$ cat src/rtl/thresh_bank_spi.sv
module thresh_bank_spi #(
  parameter int NCH = 32,
  parameter int VW  = 5
) (
  input  logic              clk,
  input  logic              rst_n,
  input  logic              sclk,
  input  logic              cs_n,
  input  logic              mosi,
  output logic              miso,
  input  logic [NCH*VW-1:0] ch_level,
  output logic [NCH-1:0]    ch_state
);
  localparam int NBANK = NCH / 8;
  localparam logic [6:0] A_CTRL  = 7'h02;
  localparam logic [6:0] A_SENSE = 7'h04;
  localparam logic [6:0] A_STAT  = 7'h10;
  localparam logic [6:0] A_GND   = 7'h3A;
  localparam logic [6:0] A_SUP   = 7'h3C;
  localparam logic [6:0] A_WORD  = 7'h78;
  localparam logic [15:0] THR_RST = 16'h0206;

  logic [1:0] rst_q;
  logic       arst_n;
  always_ff @(posedge clk or negedge rst_n)
    if (!rst_n) rst_q <= 2'b00;
    else        rst_q <= {rst_q[0], 1'b1};
  assign arst_n = rst_q[1];

  logic [2:0] sck_q, csn_q;
  logic [1:0] mosi_q;
  always_ff @(posedge clk or negedge arst_n)
    if (!arst_n) begin
      sck_q  <= 3'b000;
      csn_q  <= 3'b111;
      mosi_q <= 2'b00;
    end else begin
      sck_q  <= {sck_q[1:0], sclk};
      csn_q  <= {csn_q[1:0], cs_n};
      mosi_q <= {mosi_q[0], mosi};
    end

  logic sel, rise, fall;
  assign sel  = !csn_q[1];
  assign rise = sel && sck_q[1] && !sck_q[2];
  assign fall = sel && !sck_q[1] && sck_q[2];

  logic [5:0]     cnt;
  logic [7:0]     cmd, rxb, hold1;
  logic [7:0]     rx_next;
  logic [NCH-1:0] tx, rd_word;
  logic [1:0]     ctrl;
  logic [NBANK-1:0] sense;
  logic [15:0]    thr_g, thr_s;
  logic           locked;

  assign rx_next = {rxb[6:0], mosi_q[1]};
  assign miso    = tx[NCH-1];

  always_comb begin
    rd_word = '0;
    case (rx_next[6:0])
      A_CTRL:  rd_word[NCH-1 -: 8]  = {6'b0, ctrl};
      A_SENSE: rd_word[NCH-1 -: 8]  = 8'(sense);
      A_GND:   rd_word[NCH-1 -: 16] = thr_g;
      A_SUP:   rd_word[NCH-1 -: 16] = thr_s;
      A_WORD:  rd_word              = ch_state;
      default: ;
    endcase
    for (int k = 0; k < NBANK; k++)
      if (rx_next[6:0] == 7'(int'(A_STAT) + 2 * k))
        rd_word[NCH-1 -: 8] = ch_state[8*k +: 8];
  end

  always_ff @(posedge clk or negedge arst_n)
    if (!arst_n) begin
      cnt   <= '0;
      cmd   <= '0;
      rxb   <= '0;
      hold1 <= '0;
      tx    <= '0;
    end else if (!sel) begin
      cnt <= '0;
      tx  <= '0;
    end else if (rise) begin
      rxb <= rx_next;
      if (cnt != 6'd63) cnt <= cnt + 6'd1;
      if (cnt == 6'd7) begin
        cmd <= rx_next;
        tx  <= rx_next[7] ? rd_word : '0;
      end
      if (cnt == 6'd15) hold1 <= rx_next;
    end else if (fall && cnt > 6'd8) begin
      tx <= {tx[NCH-2:0], 1'b0};
    end

  logic        wr8, wr16, wr_ctrl, wr_sense, wr_g, wr_s, srst;
  logic [15:0] wdat16;
  assign wr8      = rise && cnt == 6'd15 && !cmd[7];
  assign wr16     = rise && cnt == 6'd23 && !cmd[7];
  assign wr_ctrl  = wr8  && cmd[6:0] == A_CTRL;
  assign wr_sense = wr8  && cmd[6:0] == A_SENSE;
  assign wr_g     = wr16 && cmd[6:0] == A_GND;
  assign wr_s     = wr16 && cmd[6:0] == A_SUP;
  assign wdat16   = {hold1, rx_next};
  assign srst     = ctrl[1] || (wr_ctrl && rx_next[1]);

  always_ff @(posedge clk or negedge arst_n)
    if (!arst_n) begin
      ctrl   <= '0;
      sense  <= '0;
      thr_g  <= THR_RST;
      thr_s  <= THR_RST;
      locked <= 1'b0;
    end else begin
      if (wr_ctrl) ctrl <= rx_next[1:0];
      if (srst) begin
        sense  <= '0;
        thr_g  <= THR_RST;
        thr_s  <= THR_RST;
        locked <= 1'b0;
      end else begin
        if (wr_sense) sense <= rx_next[NBANK-1:0];
        if (wr_g) thr_g <= wdat16;
        if (wr_s) thr_s <= wdat16;
        if ((wr_g || wr_s) && wdat16[8]) locked <= 1'b1;
      end
    end

  function automatic logic [8:0] lvl_hi(input logic [15:0] r);
    return 9'(({1'b0, r[7:0]} + {1'b0, r[15:8]}) >> 1);
  endfunction
  function automatic logic [8:0] lvl_lo(input logic [15:0] r);
    return (r[7:0] >= r[15:8]) ? 9'((r[7:0] - r[15:8]) >> 1) : 9'd0;
  endfunction

  logic [8:0] hi_g, lo_g, hi_s, lo_s, hi0, lo0;
  assign hi_g = lvl_hi(thr_g);
  assign lo_g = lvl_lo(thr_g);
  assign hi_s = lvl_hi(thr_s);
  assign lo_s = lvl_lo(thr_s);
  assign hi0  = sense[0] ? hi_s : hi_g;
  assign lo0  = sense[0] ? lo_s : lo_g;

  logic [NCH-1:0] nxt;
  for (genvar c = 0; c < NCH; c++) begin : g_ch
    logic [8:0] lv, hi, lo;
    assign lv = 9'(ch_level[c*VW +: VW]);
    assign hi = sense[c/8] ? hi_s : hi_g;
    assign lo = sense[c/8] ? lo_s : lo_g;
    assign nxt[c] = (lv >= hi) ? 1'b1 : (lv <= lo) ? 1'b0 : ch_state[c];
  end

  always_ff @(posedge clk or negedge arst_n)
    if (!arst_n)      ch_state <= '0;
    else if (srst)    ch_state <= '0;
    else if (!locked) ch_state <= nxt;
endmodule

$ cat config.mk
export PLATFORM = sky130hd
export DESIGN_NAME = thresh_bank_spi
export DESIGN_NICKNAME = d
export VERILOG_FILES = /design/src/rtl/thresh_bank_spi.sv
export SDC_FILE = /design/constraint.sdc
export NUM_CORES = 1
export LEC_CHECK = 0
export BUFFER_PORTS_ARGS = -buffer_cell sky130_fd_sc_hd__buf_2
export CORE_MARGIN = 4
export CORE_UTILIZATION = 55
export DETAILED_ROUTE_END_ITERATION = 10
export HOLD_SLACK_MARGIN = 0.08
export PLACE_DENSITY_LB_ADDON = 0.25
export SETUP_SLACK_MARGIN = 0.05
export SYNTH_ARGS = -nofsm -noshare
export SYNTH_HDL_FRONTEND = slang
export SYNTH_SLANG_ARGS = --single-unit
$ cat constraint.sdc
create_clock -name clk -period 9 [get_ports clk]
set_clock_uncertainty 0.15 [all_clocks]
set_input_delay 0.9 -clock clk [delete_from_list [all_inputs] [get_ports clk]]
set_output_delay 0.9 -clock clk [all_outputs]
set_load 0.005 [all_outputs]
==> qor.yml <==
status: "finished, final reports clean"
grt_start_max_net_pins: 72
fin_ws_ns: 3.839
core-area_sq_um: 27180
p_int_mw: 1.190
p_seq_share_pct: 43.2
critPathRequiredTime_ns: 9.17
grt_pass1_vias: 13940
max_stage_delay_ns: 0.87
clock_path_buffers: 2
vias_per_cell: 6.279
drv_slew: 0
multi_input_area_sq_um: 11130
syn_nets: 2161
io_buffers: 197
power.total_mw: 1.728
rsz0062_at_grt: "false"
cts_buffers: 17
power.share.clock_pct: 39.3
syn2layout_area_growth_pct: 11.90
clock_sinks: 141
leakage_nw: 8.397
grt_first_pass_wirelength_mm: 75.93
fillers: 2379
wl_per_cell_um: 21.51
slowest_stage: "mux2i_1"
synth-main-ff-cell: "dfrtp_1"
cp_top_family: "compound AO/OA/AOI/OAI gates"
grt_remaining_overflow: 0
cp_max_fo: 8
power.net_switching_mw: 0.5381
path_cells: "inv_1, ha_1, nor2b_1, o211ai_2, and3_4, o21ai_2, or3b_1, and3_1, mux2i_1, ha_1, a21o_1, a21oi_1, o21ai_0, a221oi_1, a2111oi_0, a21o_1"
slew_headroom_pct: 12.39
post_cts_resized: 0
postSynthAreaPerCell_sq_um: 9.164
wl_mm: 47.76
cts_tree: "built"
fp.dieW_um: 174.8
maxCapViolations: 0
drtIter0Drc: 1477
synth_top_area_share_pct: 26.32
synthCells: 1670
place_congestion: 1.014
drive_above_1_share_pct: 18.19
critPathLaunchType: "flop"
ys_warn_count: 0
firstDrtPassIters: 8
synth_cell_types: 85
tightest_slew_ns: 1.308
p_comb_share_pct: 17.4
ant_nets: 0
power-per-cell-area_nw_per_um2: 100.9
cts.clk_slew.worst_paths_ns: 0.06
switching_share_pct: 31.15
fin_tns_setup_ns: 0
end_kind: "flop"
vias: 13940
clk_latency_ns: 0.44
yosysSeqAreaShare_pct: 23.12
mostFrequentLayoutCells: "ha_1, buf_2, dfrtp_1, a21o_1, nor2_1"
synth_area_sq_um: 15300
async_reset_ff_share_pct: 100.0
crit_buf_inv: 1
die-area_sq_um: 30560
route.detailed.drc: 0
nets: 2325
path_class: "flop to flop"
fin_crit_sh_pct: 57.34
rows: 60
start_util_pct: 56.32
synth_area_leaders: "ha_1, dfrtp_1, a21o_1"
dp_hpwl_mm: 35.85
antenna_found_initial: 2
min_path_type: "input pin to async pin"
grt_use_total_pct: 30.89
fmax_mhz: 193.8
cts-root-buf: "clkbuf_16"
cts_setup_buffers: 0
timing.final.hold_violations: 0
die_height_um: 174.8
setup_viol: 0
peakVddDrop_mv: 0.1382
ys_ff_latch: 141
final-seq-area_sq_um: 3542
cp.arrival_ns: 5.33
synth-edff-count: 0
final_common_cell: "ha_1"
cts_max_level: 4
yosys.area.top_type: "ha_1"
holdBufCountCts: 0
io-pin-count: 198
place_ws_ns: 3.917
period_needed_ns: 5.161
state kept, by name, indices dropped and copies added (netlist names):
signal,cells
thr_s,16
sck_q,3
hold1,8
csn_q,2
thr_g,16
ctrl,2
tx,32
cmd,8
locked,1
rxb,7
mosi_q,2
ch_state,32
cnt,6
sense,4
rst_q,2
metrics by stage:
step | util (%) | cells | hold WS (ns) | instance area, sq um
4_1_cts | 63.01 | 2219 | 0.08260 | 17120
3_3_place_gp | 60.98 | 2187 | 0.1852 | 16570
6_report | 63.02 | 2220 | 0.09193 | 17130
2_1_floorplan | - | 1670 | 0.1812 | 15300
3_5_place_dp | 60.98 | 2187 | 0.1847 | 16570
5_1_grt | 63.01 | 2219 | 0.08336 | 17120
cell type report:
| cell class | count | share of cell area (%) |
|---|---|---|
| clock inverters | 13 | 0.6868 |
| well taps | 372 | 2.718 |
| multi-input cells | 1368 | 64.98 |
| flip-flops and latches | 141 | 20.68 |
| inverters | 98 | 2.148 |
| diodes | 1 | 0.01461 |
| clock buffers | 19 | 2.528 |
| repair buffers | 208 | 6.239 |
Yosys cell counts (all sizes together), types with 5 or more instances:
cell type and number:
nand4 12, clkbuf 38, mux2 45, inv 98, a31oi 9, nand2b 47
nor3 16, o21ai 90, and3 31, maj3 25, a21oi 97, xnor2 36
o31ai 33, o211ai 9, dfrtp 133, nor2b 12, xor2 5, a21o 115
nand3 22, a221oi 34, a2111oi 9, or2 5, mux2i 47, nor4 6
ha 322, dfstp 8, nand2 102, nor3b 5, buf 25, nor2 109
a22oi 66
logic make-up (layout without fill, tap and decap cells):
family | Yosys count | in the layout | share of synthesized area (%)
compound gates | 499 | 499 | 22.52
simple gates | 384 | 384 | 12.57
fa+ha+maj | 351 | 351 | 28.53
buf+inv | 161 | 338 | 4.349
flops | 141 | 141 | 23.12
mux | 92 | 92 | 6.548
xor+xnor | 41 | 41 | 2.346
other cells | 1 | 2 | 0.02450
routing by layer:
| layer | routed length (um) | track usage [%] | vias to the layer above | share of wire (%) |
|---|---|---|---|---|
| met5 | 21 | 0 | - | 0.044 |
| met4 | 1207 | 9.264 | 4 | 2.5 |
| met3 | 4002 | 5.777 | 85 | 8.4 |
| met2 | 22060 | 50.60 | 652 | 46 |
| met1 | 20470 | 41.77 | 6646 | 43 |
| li1 | - | - | 6552 | - |
power groups by stage:
stage,logic (mW),registers [mW],clock network (mW)
finish,0.301,0.747,0.679
global route,0.342,0.751,0.715
CTS,0.299,0.744,0.683
detailed placement,0.297,0.755,0
global placement,0.283,0.755,0
floorplan,0.208,0.700,0
final timing paths:
| kind | slack [ns] | to | from | depth (start not counted) |
|---|---|---|---|---|
| max | 3.84 | ch_state[19] | thr_g[9] | 16 |
| max reg2reg | 3.84 | ch_state[19] | thr_g[9] | 16 |
| min | 0.09 | rst_q[1] | rst_n | 1 |
| min in group clk | 0.20 | mosi_q[1] | mosi_q[0] | 0 |
| min reg2reg | 0.20 | mosi_q[1] | mosi_q[0] | 0 |
| max in group asynchronous | 6.82 | ch_state[29] | rst_q[1] | 1 |
No activity file was read; power rests on OpenSTA's default activity.
